$ cat src/rtl/lpdir_pkg.sv
package lpdir_pkg;

  typedef enum logic [1:0] {
    ST_SHARED = 2'd0,
    ST_WT     = 2'd1,
    ST_EXCL   = 2'd2,
    ST_TRAP   = 2'd3
  } dir_st_t;

  localparam logic [1:0] RSP_RD   = 2'd0;
  localparam logic [1:0] RSP_WR   = 2'd1;
  localparam logic [1:0] RSP_BUSY = 2'd2;

  localparam logic CAUSE_OVF = 1'b0;
  localparam logic CAUSE_WR  = 1'b1;

endpackage

$ cat src/rtl/lpdir_ptr_file.sv
module lpdir_ptr_file #(
  parameter int NODE_W = 6,
  parameter int NPTR   = 4,
  parameter int CNT_W  = 7
) (
  input  logic                     clk,
  input  logic                     rst_n,
  input  logic                     clr,
  input  logic                     alloc,
  input  logic [NODE_W-1:0]        alloc_node,
  input  logic [NODE_W-1:0]        look_node,
  output logic                     hit,
  output logic                     full,
  output logic [CNT_W-1:0]         nvalid,
  output logic [NPTR-1:0]          vld,
  output logic [NPTR*NODE_W-1:0]   ptrs_flat
);
  localparam int IDX_W = (NPTR > 1) ? $clog2(NPTR) : 1;

  logic [NODE_W-1:0] ptr_q [NPTR];
  logic [NPTR-1:0]   vld_q;
  logic [NPTR-1:0]   match;
  logic [IDX_W-1:0]  free_idx;

  for (genvar g = 0; g < NPTR; g++) begin : g_slot
    assign match[g] = vld_q[g] && (ptr_q[g] == look_node);
    assign ptrs_flat[g*NODE_W +: NODE_W] = ptr_q[g];
  end

  always_comb begin
    free_idx = '0;
    for (int i = NPTR - 1; i >= 0; i--) begin
      if (!vld_q[i]) free_idx = IDX_W'(i);
    end
  end

  always_comb begin
    nvalid = '0;
    for (int i = 0; i < NPTR; i++) nvalid = nvalid + CNT_W'(vld_q[i]);
  end

  assign hit  = |match;
  assign full = &vld_q;
  assign vld  = vld_q;

  always_ff @(posedge clk) begin
    if (!rst_n) begin
      vld_q <= '0;
      for (int i = 0; i < NPTR; i++) ptr_q[i] <= '0;
    end else if (clr) begin
      vld_q <= '0;
    end else if (alloc) begin
      vld_q[free_idx] <= 1'b1;
      ptr_q[free_idx] <= alloc_node;
    end
  end

  // the controller never asks for a slot when none is free
  p_alloc_free_r1: assert property (@(posedge clk) disable iff (!rst_n)
    alloc |-> !full);
  // emptying leaves no valid pointer
  p_clr_empty_r4: assert property (@(posedge clk) disable iff (!rst_n)
    clr |=> (vld == '0));
  // an allocation adds exactly one valid pointer
  p_alloc_one_r2: assert property (@(posedge clk) disable iff (!rst_n)
    (alloc && !clr) |=> ($countones(vld) == $countones($past(vld)) + 1));

endmodule

$ cat src/rtl/lpdir_inv_issue.sv
module lpdir_inv_issue #(
  parameter int NODE_W = 6,
  parameter int NPTR   = 4
) (
  input  logic                   clk,
  input  logic                   rst_n,
  input  logic                   load,
  input  logic [NPTR-1:0]        load_mask,
  input  logic [NPTR*NODE_W-1:0] load_nodes,
  output logic                   inv_valid,
  input  logic                   inv_ready,
  output logic [NODE_W-1:0]      inv_node,
  output logic                   idle
);
  localparam int IDX_W = (NPTR > 1) ? $clog2(NPTR) : 1;

  logic [NPTR-1:0]   mask_q;
  logic [NODE_W-1:0] node_q [NPTR];
  logic [IDX_W-1:0]  pick;

  always_comb begin
    pick = '0;
    for (int i = NPTR - 1; i >= 0; i--) begin
      if (mask_q[i]) pick = IDX_W'(i);
    end
  end

  assign inv_valid = |mask_q;
  assign inv_node  = node_q[pick];
  assign idle      = ~|mask_q;

  always_ff @(posedge clk) begin
    if (!rst_n) begin
      mask_q <= '0;
      for (int i = 0; i < NPTR; i++) node_q[i] <= '0;
    end else if (load) begin
      mask_q <= load_mask;
      for (int i = 0; i < NPTR; i++) node_q[i] <= load_nodes[i*NODE_W +: NODE_W];
    end else if (inv_valid && inv_ready) begin
      mask_q[pick] <= 1'b0;
    end
  end

  // an offered invalidation holds until it is taken
  p_inv_hold_r10: assert property (@(posedge clk) disable iff (!rst_n)
    (inv_valid && !inv_ready && !load) |=> (inv_valid && $stable(inv_node)));
  // each handshake retires exactly one pending invalidation
  p_inv_one_r7: assert property (@(posedge clk) disable iff (!rst_n)
    (inv_valid && inv_ready && !load) |=> ($countones(mask_q) == $countones($past(mask_q)) - 1));

endmodule

$ cat src/rtl/lpdir_ack_ctr.sv
module lpdir_ack_ctr #(
  parameter int CNT_W = 7
) (
  input  logic             clk,
  input  logic             rst_n,
  input  logic             load,
  input  logic [CNT_W-1:0] load_val,
  input  logic             dec,
  output logic             zero
);
  logic [CNT_W-1:0] cnt_q;

  assign zero = (cnt_q == '0);

  always_ff @(posedge clk) begin
    if (!rst_n)           cnt_q <= '0;
    else if (load)        cnt_q <= load_val;
    else if (dec && !zero) cnt_q <= cnt_q - 1'b1;
  end

  // each acknowledgement removes one from a nonzero count
  p_ack_dec_r6: assert property (@(posedge clk) disable iff (!rst_n)
    (dec && !load && !zero) |=> (cnt_q == $past(cnt_q) - 1'b1));
  // without load or acknowledgement the count holds
  p_ack_hold_r8: assert property (@(posedge clk) disable iff (!rst_n)
    (!dec && !load) |=> $stable(cnt_q));

endmodule

$ cat src/rtl/lpdir_entry_ctrl.sv
module lpdir_entry_ctrl
  import lpdir_pkg::*;
#(
  parameter int NODE_W = 6,
  parameter int NPTR   = 4,
  parameter int NODES  = 2 ** NODE_W,
  parameter int CNT_W  = $clog2(NODES + 1)
) (
  input  logic                   clk,
  input  logic                   rst_n,
  input  logic                   req_valid,
  output logic                   req_ready,
  input  logic [NODE_W-1:0]      req_node,
  input  logic                   req_write,
  output logic                   rsp_valid,
  input  logic                   rsp_ready,
  output logic [1:0]             rsp_kind,
  output logic [NODE_W-1:0]      rsp_node,
  output logic                   inv_valid,
  input  logic                   inv_ready,
  output logic [NODE_W-1:0]      inv_node,
  input  logic                   ack_valid,
  output logic                   trap_req,
  output logic                   trap_cause,
  output logic [NODE_W-1:0]      trap_node,
  input  logic                   trap_done,
  input  logic                   term_valid,
  input  logic [NODE_W-1:0]      term_node,
  input  logic [CNT_W-1:0]       term_count,
  output logic [NPTR-1:0]        dir_vld,
  output logic [NPTR*NODE_W-1:0] dir_ptrs,
  output logic                   meta_tow
);

  dir_st_t           state;
  logic              meta_q;
  logic [NODE_W-1:0] holder;
  logic              pend_read;
  logic              rsp_valid_q;
  logic [1:0]        rsp_kind_q;
  logic [NODE_W-1:0] rsp_node_q;
  logic              trap_q;
  logic              trap_cause_q;
  logic [NODE_W-1:0] trap_node_q;

  logic              hit, full, inv_idle, ack_zero, done, acc;
  logic [CNT_W-1:0]  nvalid;
  logic [NPTR-1:0]   vld;
  logic [NPTR*NODE_W-1:0] ptrs_flat;

  logic              ptr_clr, ptr_alloc;
  logic [NODE_W-1:0] alloc_node;
  logic              inv_load;
  logic [NPTR-1:0]   inv_mask;
  logic [NPTR*NODE_W-1:0] inv_nodes;
  logic              ack_load;
  logic [CNT_W-1:0]  ack_val;

  assign done      = (state == ST_WT) && inv_idle && ack_zero && !rsp_valid_q;
  assign req_ready = !rsp_valid_q && (state != ST_TRAP) && !done;
  assign acc       = req_valid && req_ready;

  always_comb begin
    ptr_clr    = 1'b0;
    ptr_alloc  = 1'b0;
    alloc_node = req_node;
    inv_load   = 1'b0;
    inv_mask   = '0;
    inv_nodes  = ptrs_flat;
    ack_load   = 1'b0;
    ack_val    = '0;
    unique case (state)
      ST_SHARED: if (acc) begin
        if (!req_write) begin
          ptr_alloc = !hit && !full;
        end else if (!meta_q) begin
          ptr_clr  = 1'b1;
          inv_load = 1'b1;
          inv_mask = vld;
          ack_load = 1'b1;
          ack_val  = nvalid;
        end
      end
      ST_EXCL: if (acc && (req_node != holder)) begin
        inv_load  = 1'b1;
        inv_mask  = NPTR'(1);
        inv_nodes = {NPTR{holder}};
        ack_load  = 1'b1;
        ack_val   = CNT_W'(1);
      end
      ST_WT: if (done && pend_read) begin
        ptr_alloc  = 1'b1;
        alloc_node = holder;
      end
      ST_TRAP: begin
        if (term_valid) begin
          ptr_clr  = 1'b1;
          ack_load = 1'b1;
          ack_val  = term_count;
        end else if (trap_done) begin
          ptr_clr = 1'b1;
        end
      end
      default: ;
    endcase
  end

  always_ff @(posedge clk) begin
    if (!rst_n) begin
      state        <= ST_SHARED;
      meta_q       <= 1'b0;
      holder       <= '0;
      pend_read    <= 1'b0;
      rsp_valid_q  <= 1'b0;
      rsp_kind_q   <= RSP_RD;
      rsp_node_q   <= '0;
      trap_q       <= 1'b0;
      trap_cause_q <= CAUSE_OVF;
      trap_node_q  <= '0;
    end else begin
      if (rsp_valid_q && rsp_ready) rsp_valid_q <= 1'b0;
      unique case (state)
        ST_SHARED: if (acc) begin
          if (!req_write) begin
            if (hit || !full) begin
              rsp_valid_q <= 1'b1;
              rsp_kind_q  <= RSP_RD;
              rsp_node_q  <= req_node;
            end else begin
              trap_q       <= 1'b1;
              trap_cause_q <= CAUSE_OVF;
              trap_node_q  <= req_node;
              state        <= ST_TRAP;
            end
          end else if (meta_q) begin
            trap_q       <= 1'b1;
            trap_cause_q <= CAUSE_WR;
            trap_node_q  <= req_node;
            state        <= ST_TRAP;
          end else begin
            holder    <= req_node;
            pend_read <= 1'b0;
            state     <= ST_WT;
          end
        end
        ST_EXCL: if (acc) begin
          if (req_node == holder) begin
            rsp_valid_q <= 1'b1;
            rsp_kind_q  <= req_write ? RSP_WR : RSP_RD;
            rsp_node_q  <= req_node;
          end else begin
            holder    <= req_node;
            pend_read <= !req_write;
            state     <= ST_WT;
          end
        end
        ST_WT: begin
          if (done) begin
            rsp_valid_q <= 1'b1;
            rsp_kind_q  <= pend_read ? RSP_RD : RSP_WR;
            rsp_node_q  <= holder;
            state       <= pend_read ? ST_SHARED : ST_EXCL;
          end else if (acc) begin
            rsp_valid_q <= 1'b1;
            rsp_kind_q  <= RSP_BUSY;
            rsp_node_q  <= req_node;
          end
        end
        ST_TRAP: begin
          if (term_valid) begin
            trap_q    <= 1'b0;
            holder    <= term_node;
            pend_read <= 1'b0;
            meta_q    <= 1'b0;
            state     <= ST_WT;
          end else if (trap_done) begin
            trap_q <= 1'b0;
            meta_q <= 1'b1;
            state  <= ST_SHARED;
          end
        end
        default: state <= ST_SHARED;
      endcase
    end
  end

  lpdir_ptr_file #(.NODE_W(NODE_W), .NPTR(NPTR), .CNT_W(CNT_W)) u_ptrs (
    .clk(clk), .rst_n(rst_n), .clr(ptr_clr), .alloc(ptr_alloc),
    .alloc_node(alloc_node), .look_node(req_node), .hit(hit), .full(full),
    .nvalid(nvalid), .vld(vld), .ptrs_flat(ptrs_flat)
  );

  lpdir_inv_issue #(.NODE_W(NODE_W), .NPTR(NPTR)) u_inv (
    .clk(clk), .rst_n(rst_n), .load(inv_load), .load_mask(inv_mask),
    .load_nodes(inv_nodes), .inv_valid(inv_valid), .inv_ready(inv_ready),
    .inv_node(inv_node), .idle(inv_idle)
  );

  lpdir_ack_ctr #(.CNT_W(CNT_W)) u_ack (
    .clk(clk), .rst_n(rst_n), .load(ack_load), .load_val(ack_val),
    .dec(ack_valid && (state == ST_WT)), .zero(ack_zero)
  );

  assign rsp_valid  = rsp_valid_q;
  assign rsp_kind   = rsp_kind_q;
  assign rsp_node   = rsp_node_q;
  assign trap_req   = trap_q;
  assign trap_cause = trap_cause_q;
  assign trap_node  = trap_node_q;
  assign dir_vld    = vld;
  assign dir_ptrs   = ptrs_flat;
  assign meta_tow   = meta_q;

  // a read from a new node into a full pointer set traps
  p_no_overflow_r3: assert property (@(posedge clk) disable iff (!rst_n)
    (state == ST_SHARED && acc && !req_write && !hit && full)
    |=> (trap_req && trap_cause == CAUSE_OVF && !rsp_valid));
  // handled overflow arms trap-on-write
  p_meta_tow_r4: assert property (@(posedge clk) disable iff (!rst_n)
    (state == ST_TRAP && trap_done && !term_valid) |=> (meta_tow && !trap_req));
  // a request during a write transaction only gets busy
  p_busy_r8: assert property (@(posedge clk) disable iff (!rst_n)
    (state == ST_WT && acc) |=> (state == ST_WT && rsp_valid && rsp_kind == RSP_BUSY));
  // write grant only after invalidations drained and acks counted
  p_grant_zero_r7: assert property (@(posedge clk) disable iff (!rst_n)
    (rsp_valid && !$past(rsp_valid) && rsp_kind == RSP_WR && $past(state) == ST_WT)
    |-> ($past(ack_zero) && $past(inv_idle)));
  // a waiting response holds still and blocks requests
  p_rsp_hold_r10: assert property (@(posedge clk) disable iff (!rst_n)
    (rsp_valid && !rsp_ready) |=> (rsp_valid && $stable(rsp_node) && $stable(rsp_kind) && !req_ready));

endmodule

$ cat config.mk
export PLATFORM = sky130hd
export DESIGN_NAME = lpdir_entry_ctrl
export DESIGN_NICKNAME = d
export VERILOG_FILES = /design/src/rtl/lpdir_pkg.sv /design/src/rtl/lpdir_ptr_file.sv /design/src/rtl/lpdir_inv_issue.sv /design/src/rtl/lpdir_ack_ctr.sv /design/src/rtl/lpdir_entry_ctrl.sv
export SDC_FILE = /design/constraint.sdc
export NUM_CORES = 1
export LEC_CHECK = 0
export BUFFER_PORTS_ARGS = -buffer_cell sky130_fd_sc_hd__buf_2
export CAP_MARGIN = 25
export CORE_UTILIZATION = 46
export DETAILED_ROUTE_END_ITERATION = 10
export PLACE_DENSITY = 0.77
export SYNTH_ARGS = -nofsm -noshare
export SYNTH_HDL_FRONTEND = slang
export SYNTH_SLANG_ARGS = --single-unit
$ cat constraint.sdc
create_clock -name clk -period 5.3 [get_ports clk]
set_clock_uncertainty 0.05 [all_clocks]
set_input_delay 0.795 -clock clk [delete_from_list [all_inputs] [get_ports clk]]
set_output_delay 0.795 -clock clk [all_outputs]
set_load 0.02 [all_outputs]
==> metrics.yaml, run 1 <==
setup_path:
  critPathRequiredTime_ns: 5.24
  startpoint: "state[1]"
  crit_path_end_kind: "flop"
  worst_r2r_startpoint: "state[1]"
  critPathKind: "flop to flop"
  start_kind: "flop"
  path_max_fanout: 18
  worst_ep_arrival_time_ns: 3.80
sta:
  setup_ws_ns: 1.43
  fmax_mhz: 259
  period_share_pct: 72.9
  worst_pin_slew_ns: 0.943
  relSlewSlack_pct: 36.6
  setup_viol_count_final: 0
  hold_viol: 0
  tns_ns: 0
  grt_setup_unrepaired: "false"
  final-max-slew-violation-count: 0
  layout_min_cycle_time_ns: 3.87
placement:
  port_buffers: 81
  place_ws_ns: 1.54
  place_congestion: 0.930
  hpwl_um: 10300
route:
  via_per_inst: 5.91
  drtIter0Drc: 461
  wire_per_inst_um: 18.3
  vias: 4340
  drc_errors: 0
  antenna_left: 0
  drt_wl_total_um: 13500
  firstDrtPassIters: 6
run:
  maxCapViolCount: 0
die:
  io_pins: 82
  initial_core_util_pct: 48.1
  die_width_um: 107
  die_area_mm2: 0.0114
  placeableCoreArea_mm2: 0.0105
  die_h_um: 107
  row_count: 37
clocking:
  cts_hold_buf: 0
  cts-buffers-inserted: 9
  postCtsSetupBuffers: 0
  clock_path_buffers: 2
  clock_sinks: 90
  cts_tree: "yes"
  root_buffer: "clkbuf_8"
  cts.htree.levels: 3
  insertion_delay_ns: 0.36
  cts.repair.resized: 0
  clk_pin_slew_worst_paths_ns: 0.09
logic_synthesis:
  syn-cell-area_mm2: 0.00504
  synthFlopType: "edfxtp_1"
  synth.most_common_cell: "nand2_1"
  synth_enable_flop_cells: 48
  post_synth_most_frequent_cells: "nand2_1, nor2_1, edfxtp_1, a21oi_1, dfxtp_1"
  synth.net_count: 568
  synth-async-reset-ratio_pct: 0
  synth_top_area_share_pct: 28.6
  synth_top_cells_by_area: "edfxtp_1, dfxtp_1, mux2i_1"
  ys_seq_area_share_pct: 45.3
  synthCells: 530
  yosys.area.top_type: "edfxtp_1"
  synthDistinctLibCells: 62
  synth_warnings: 0
  synth_area_per_cell_um2: 9.50
  synth-seq-cells: 90
power:
  power-per-cell-area_mw_per_mm2: 429
  p_leak_nw: 2.28
  ir_drop_v: 0.000205
layout:
  syn_to_final_growth_pct: 12.4
  layout-drive-gt1-share_pct: 20.2
  finalNetCount: 631
  n_antenna_cell: 0
status:
  status: "finished, final reports clean"
global_routing:
  grt_pass1_wl_um: 21700
  antenna_found_initial: 0
  grt_start_max_net_pins: 37
  overflow: 0
  gr-usage-all-layers_pct: 24.7
  grt_pass1_vias: 4153
min_path:
  hp-class: "flop to flop"
  hp-start: "trap_cause"
worst paths after layout:
kind / endpoint / slack [ns] / depth (start not counted)
worst max-delay path: u_ptrs.ptr_q[3][2] / 1.43 / 9
worst min-delay path: trap_cause / 0.41 / 2
worst max register to register: u_ptrs.ptr_q[3][2] / 1.43 / 9
worst min register to register: trap_cause / 0.41 / 2
kinds of logic after synthesis:
group | Yosys count | synth area share, %
compound gates | 130 | 16.9
xor+xnor | 32 | 5.57
fa+ha+maj | 10 | 2.63
buf+inv | 53 | 5.14
flops | 90 | 45.3
mux | 33 | 6.71
simple gates | 182 | 17.8
registers in the layout, indices dropped and copies added, names as in the netlist, 2 cells and up:
name          count
u_inv.node_q     24
u_ack.cnt_q       7
rsp_kind          2
u_ptrs.ptr_q     24
trap_node         6
rsp_node          6
holder            6
state             2
u_inv.mask_q      4
u_ptrs.vld        4
placed cells by master, fill, tap and decap left out, drive strengths merged, types with 9 or more instances in the layout:
cell type  synthesis  layout
a21oi             49      49
buf               15      85
clkbuf            18      10
dfxtp             42      42
edfxtp            48      48
ha                 9       9
inv               20      22
mux2i             27      27
nand2             62      62
nand3             15      15
nor2              52      52
nor3              16      16
o21ai             33      33
xnor2             20      20
xor2              12      12
metal layers:
metal | vias up | global-route usage (%) | share of wire [%]
li1 | 2049 | - | -
met1 | 2014 | 32.6 | 42
met2 | 228 | 38.7 | 46
met3 | 49 | 4.62 | 8.0
met4 | 0 | 12.7 | 4.4
met5 | - | 0 | 0
stage by stage:
stage          utilization (%)  power, mW  hold WS [ns]  cell area (um2)  cells
2_1_floorplan                -       1.70         0.404             5040    530
3_3_place_gp              52.1       1.92         0.399             5450    717
3_5_place_dp              52.2       1.95         0.398             5460    718
4_1_cts                   54.1       2.43         0.412             5660    734
5_1_grt                   54.1       2.57         0.428             5660    734
6_report                  54.1       2.43         0.408             5660    734
where the power goes:
part	internal (mW)	total [mW]	leakage, nW	switching [mW]
registers	0.890	1.02	0.845	0.134
clock network	0.224	0.476	0.0950	0.252
logic	0.349	0.930	1.34	0.580
layout make-up:
cell class	count	area, um2
fillers	943	4800
well taps	136	170
clock buffers	10	128
repair buffers	85	435
inverters	20	75.1
clock inverters	6	73.8
flip-flops and latches	90	2280
multi-input cells	387	2490
critical path, stage by stage (launching register included):
cell	delay (ns)
dfxtp_1	0.35
inv_1	0.11
ha_1	0.55
nor4b_2	0.40
nand4_4	0.35
nor4bb_1	0.27
buf_4	0.18
o21bai_1	0.27
nand2_1	0.15
o31ai_1	0.80
Note: power is estimated with default switching activity, not from simulation.
==> run 2, diff against run 1 <==
ABC_AREA = 1   (was not set)
PLACE_DENSITY = 0.79   (was 0.77)
clock period = 3.3 ns   (was 5.3 ns; I/O delays follow)
==> metrics.yaml, run 2 <==
sta:
  final-max-slew-violation-count: 0  # unchanged
  hold_viol: 0  # unchanged
  hold_ws_ns: 0.401  # -0.00713 ns
  setup_viol_count_final: 0  # unchanged
  tns_ns: 0  # unchanged
  grt_setup_unrepaired: "false"
  layout_min_cycle_time_ns: 2.69  # -1.17 ns
  fmax_mhz: 371  # +44%
  worst_pin_slew_ns: 0.758  # -0.185 ns
  relSlewSlack_pct: 48.9  # +12 points
  period_share_pct: 81.6  # +8.7 points
layout:
  finalNetCount: 845  # +34%
  top_regs: "u_inv.node_q (24), u_ptrs.ptr_q (24), u_ack.cnt_q (7)"
  syn_to_final_growth_pct: 16.0
  layout-drive-gt1-share_pct: 15.5  # -4.7 points
  final_cell_mix: "nand2_1, nor2_1, buf_2"
  n_antenna_cell: 0  # unchanged
  layout_commonest_cell: "nand2_1"
clocking:
  cts.htree.levels: 3  # unchanged
  clk_pin_slew_worst_paths_ns: 0.07  # -0.02 ns
  cts_hold_buf: 0  # unchanged
  insertion_delay_ns: 0.35  # about the same
  cts_tree: "yes"
  clock_path_buffers: 2  # unchanged
  cts-buffers-inserted: 9  # unchanged
  clock_sinks: 90  # unchanged
  postCtsSetupBuffers: 0  # unchanged
  root_buffer: "clkbuf_16"
  cts.repair.resized: 0  # unchanged
route:
  firstDrtPassIters: 5  # -1
  wire_per_inst_um: 14.7  # -20%
  via_per_inst: 5.26  # -11%
  drc_errors: 0  # unchanged
  vias: 5011  # +15%
  drtIter0Drc: 491  # +6.5%
  antenna_left: 0  # unchanged
  drt_wl_total_um: 14000  # +4.3%
power:
  p_clk_share_pct: 22.0  # +2.4 points
  p_seq_share_pct: 34.7  # -7.4 points
  netSwitchingPower_mw: 2.06  # +110%
  power_frac_comb_pct: 43.3  # +5.0 points
  power-per-cell-area_mw_per_mm2: 777  # +81%
  switching_share_pct: 43.6  # +3.9 points
  p_leak_nw: 2.86  # +25%
  ir_drop_v: 0.000384  # +88%
  intPower_mw: 2.66  # +82%
setup_path:
  path_max_fanout: 18  # unchanged
  critPathRequiredTime_ns: 3.28  # -1.96 ns
  start_kind: "flop"
  worst_ep_arrival_time_ns: 2.67  # -1.13 ns
  crit_path_end_kind: "flop"
  critPathKind: "flop to flop"
logic_synthesis:
  synth_enable_flop_cells: 48  # unchanged
  synth.most_common_cell: "nand2_1"
  yosys.area.top_type: "edfxtp_1"
  synth-async-reset-ratio_pct: 0  # unchanged
  synth_top_area_share_pct: 27.5  # -1.1 points
  synthDistinctLibCells: 35  # -44%
  syn-cell-area_mm2: 0.00523  # +3.9%
  synth_top_cells_by_area: "edfxtp_1, dfxtp_1, nand2_1"
  synth-seq-cells: 90  # unchanged
  post_synth_most_frequent_cells: "nand2_1, nor2_1, inv_1, a21oi_1, edfxtp_1"
  synth_area_per_cell_um2: 7.16  # -25%
  synth.net_count: 769  # +35%
  synthFlopType: "edfxtp_1"
  synth_warnings: 0  # unchanged
  synthCells: 731  # +38%
  ys_seq_area_share_pct: 43.6  # -1.7 points
global_routing:
  top_usage_layer: "met2"
  use_met2_pct: 39.8  # +1.1 points
  gr-usage-all-layers_pct: 25.5  # +0.77 points
  met3_usage_pct: 3.95  # -0.68 points
  met1_usage_pct: 35.0  # +2.4 points
  grt_pass1_wl_um: 23000  # +5.8%
  antenna_found_initial: 0  # unchanged
  grt_pass1_vias: 4611  # +11%
  grt_start_max_net_pins: 38  # +2.7%
  overflow: 0  # unchanged
die:
  die_width_um: 109  # +1.9%
  die_h_um: 109  # +1.9%
  die_area_mm2: 0.0118  # +3.9%
  io_pins: 82  # unchanged
  placeableCoreArea_mm2: 0.0110  # +5.0%
  row_count: 38  # +2.7%
  initial_core_util_pct: 47.7  # -0.48 points
min_path:
  hp-class: "primary input to flop"
run:
  maxCapViolCount: 0  # unchanged
status:
  status: "finished, final reports clean"
placement:
  place_congestion: 0.896  # -3.6%
  port_buffers: 81  # unchanged
  hpwl_um: 10500  # +1.6%
## run 2: changes by cell type in the layout (fill, tap and decap cells not counted), sizes merged, moves of 10 or more
cell    before  now
o21ai       33   45
nor3        16    6
xnor2       20    2
inv         22   75
nor2        52  171
nand2       62  189
mux2i       27    0
nand3       15   39
nand3b       0   10
## run 2: cell families after synthesis
| group | after synthesis | share of synthesized area [%] |
|---|---|---|
| fa+ha+maj | 10 | 2.53 |
| xor+xnor | 5 | 0.837 |
| compound gates | 113 | 12.0 |
| simple gates | 418 | 33.9 |
| buf+inv | 95 | 7.15 |
| flops | 90 | 43.6 |
## run 2: power by group through the flow
stage / registers (mW) / clock network [mW] / logic, mW
detailed placement: 1.66 / 0 / 2.02
floorplan: 1.71 / 0 / 1.44
CTS: 1.63 / 1.04 / 2.04
global route: 1.67 / 1.08 / 2.32
finish: 1.64 / 1.04 / 2.04
global placement: 1.65 / 0 / 2.01
## run 2: worst max-delay path, stage by stage, from the launching register on
cell     delay [ns]
dfxtp_1        0.34
inv_1          0.10
ha_1           0.27
nand2_1        0.12
nor2_4         0.13
nand2_4        0.14
nand3_4        0.14
inv_4          0.08
nand2_4        0.10
nand2_2        0.08
a21oi_4        0.34
nand3_2        0.21
nand2_1        0.27
## run 2: layer usage
layer  wire (um)  part of all wire (%)
met3        1030                   7.3
met1        6350                    45
met5           0                     0
met2        6240                    44
met4         407                   2.9
## run 2: worst paths after layout
kind                       from            endpoint  slack (ns)  depth (start not counted)
setup / recovery       state[1]  u_ptrs.ptr_q[2][2]        0.61                         12
hold reg to reg     rsp_kind[0]         rsp_kind[0]        0.44                          2
setup reg to reg       state[1]  u_ptrs.ptr_q[2][2]        0.61                         12
hold / removal    term_count[6]      u_ack.cnt_q[6]        0.40                          5
## run 2: area by class of cell
| class | instances | area (um2) |
|---|---|---|
| flip-flops and latches | 90 | 2280 |
| well taps | 140 | 175 |
| fillers | 1031 | 4910 |
| inverters | 72 | 273 |
| clock inverters | 7 | 81.3 |
| multi-input cells | 546 | 2580 |
| clock buffers | 9 | 225 |
| repair buffers | 88 | 458 |
## run 2: stage by stage
step	cells	utilization, %	setup WS [ns]	instance area (um2)	total power, mW
after floorplan	731	-	0.645	5230	3.15
after global placement	936	52.5	0.682	5770	3.66
after detailed placement	936	52.5	0.625	5770	3.68
after CTS	952	55.3	0.610	6070	4.71
after global routing	952	55.3	0.431	6070	5.07
final	952	55.3	0.606	6070	4.72
==> run 3, diff against run 2 <==
ABC_AREA = 0   (was 1)
PLACE_DENSITY = 0.8   (was 0.79)
clock period = 2.45 ns   (was 3.3 ns; I/O delays follow)
==> metrics.yaml, run 3 (same netlist as run 1, synthesis figures left out) <==
global_routing:
  antenna_found_initial: 0  # unchanged
  gr-usage-all-layers_pct: 26.3  # +0.79 points
  overflow: 0  # unchanged
  grt_pass1_wl_um: 22500  # -1.9%
  grt_start_max_net_pins: 25  # -34%
  grt_pass1_vias: 4362  # -5.4%
sta:
  final-max-slew-violation-count: 0  # unchanged
  layout_min_cycle_time_ns: 2.49  # -0.205 ns
  setup_viol_count_final: 18  # +18
  setup_ws_ns: -0.0386  # -0.645 ns
  tns_ns: -0.396  # -0.396 ns
  relSlewSlack_pct: 53.3  # +4.4 points
  hold_viol: 0  # unchanged
  hold_ws_ns: 0.198  # -0.203 ns
  period_share_pct: 102  # +20 points
  grt_setup_unrepaired: "true"
  worst_pin_slew_ns: 0.700  # -0.0582 ns
  fmax_mhz: 402  # +8.2%
placement:
  hpwl_um: 11300  # +7.7%
  place_ws_ns: -0.187  # -0.813 ns
  port_buffers: 81  # unchanged
  place_congestion: 1.02  # +14%
  numPlacedInstances: 790  # -16%
setup_path:
  cp_top_family: "simple AND/OR/NAND/NOR gates"
  cpPeakStageDelay_ns: 0.55  # +0.21 ns
  critPathKind: "flop to flop"
  path_buf_inv: 1  # -1
  path_max_fanout: 6  # -12
  critPathSlowestCell: "or4_4"
  crit_path_end_kind: "flop"
  start_kind: "flop"
  worst_ep_arrival_time_ns: 2.50  # -0.17 ns
  critPathRequiredTime_ns: 2.46  # -0.82 ns
  cp_cell_sequence: "xnor2_1, nand4_1, nor4_1, or4_4, o32ai_4, nand2_2, buf_4, o21ai_4"
clocking:
  cts.htree.levels: 3  # unchanged
  clk_pin_slew_worst_paths_ns: 0.09  # +0.02 ns
  clock_sinks: 90  # unchanged
  cts_tree: "yes"
  insertion_delay_ns: 0.37  # +0.02 ns
  cts-buffers-inserted: 9  # unchanged
  cts_hold_buf: 0  # unchanged
  root_buffer: "clkbuf_8"
  clock_path_buffers: 2  # unchanged
route:
  via_per_inst: 5.68  # +8.0%
  firstDrtPassIters: 6  # +1
  drt_wl_total_um: 14900  # +6.4%
  wire_per_inst_um: 18.3  # +24%
  drc_errors: 0  # unchanged
  antenna_left: 0  # unchanged
  vias: 4638  # -7.4%
  drtIter0Drc: 414  # -16%
layout:
  instances_no_fill: 816  # -14%
  layout_commonest_cell: "buf_2"
  layout-drive-gt1-share_pct: 35.3  # +20 points
  final_cell_mix: "buf_2, buf_4, nand2_1"
  top_regs: "u_inv.node_q (24), u_ptrs.ptr_q (24), u_ack.cnt_q (7)"
  syn_to_final_growth_pct: 30.6
  n_antenna_cell: 0  # unchanged
  n_fill_cell: 871  # -16%
  finalNetCount: 713  # -16%
status:
  violations: "setup timing"
  status: "finished, violations left"
min_path:
  hp-class: "primary input to flop"
die:
  placeableCoreArea_mm2: 0.0105  # -4.7%
  row_count: 37  # -2.6%
  die_area_mm2: 0.0114  # -3.7%
  die_width_um: 107  # -1.9%
  die_h_um: 107  # -1.9%
  initial_core_util_pct: 48.1  # +0.48 points
  io_pins: 82  # unchanged
power:
  power-per-cell-area_mw_per_mm2: 891  # +15%
  p_leak_nw: 2.75  # -3.7%
  ir_drop_v: 0.000459  # +20%
run:
  maxCapViolCount: 0  # unchanged
[run 3: layer usage]
metal | track usage [%] | up-vias | wire length [um]
li1 | - | 2210 | -
met5 | 0 | - | 0
met3 | 5.78 | 29 | 1130
met4 | 10.8 | 0 | 389
met1 | 33.6 | 2194 | 6130
met2 | 43.0 | 205 | 7280
[run 3: stage by stage]
step	util (%)	power [mW]	cell area (um2)
2_1_floorplan	-	3.71	5080
3_3_place_gp	58.1	4.45	6080
3_5_place_dp	58.1	4.53	6080
4_1_cts	60.6	5.62	6340
5_1_grt	62.9	6.18	6580
6_report	62.9	5.86	6580
[run 3: final cells by class]
type,instances,area (um2),area share (%)
multi-input cells,387,2710,41.3
flip-flops and latches,90,2290,34.8
inverters,20,77.6,1.18
repair buffers,167,1130,17.1
clock buffers,10,128,1.94
clock inverters,6,72.6,1.10
well taps,136,170,2.59
[run 3: worst paths after layout]
path                      startpoint            endpoint  slack [ns]  cells past startpoint
hold reg to reg             trap_req            trap_req        0.41                      2
setup reg to reg  u_ptrs.ptr_q[2][0]  u_ptrs.ptr_q[1][4]       -0.04                      8
setup / recovery  u_ptrs.ptr_q[2][0]  u_ptrs.ptr_q[1][4]       -0.04                      8
hold / removal         term_count[5]      u_ack.cnt_q[5]        0.20                      3
[run 3: timing repair]
item                                    in CTS  in global routing
hold endpoints to repair                     0                  0
cloned                                       0                  1
setup buffers                                1                  8
endpoints found under the setup margin      62                 98
pin swaps                                    5                  9
gates resized for setup                     11                 51
[run 3: where the power goes]
| part | switching (mW) | leakage (nW) | internal, mW |
|---|---|---|---|
| clock | 0.564 | 0.103 | 0.487 |
| sequential | 0.294 | 0.848 | 1.93 |
| combinational | 1.45 | 1.80 | 1.14 |
[run 3: worst register-to-register path, delay by kind of cell (launching register included)]
kind | cells | cell delay, ns
xor+xnor | 1 | 0.15
buf+inv | 1 | 0.16
compound gates | 2 | 0.50
flops | 1 | 0.44
simple gates | 4 | 0.88
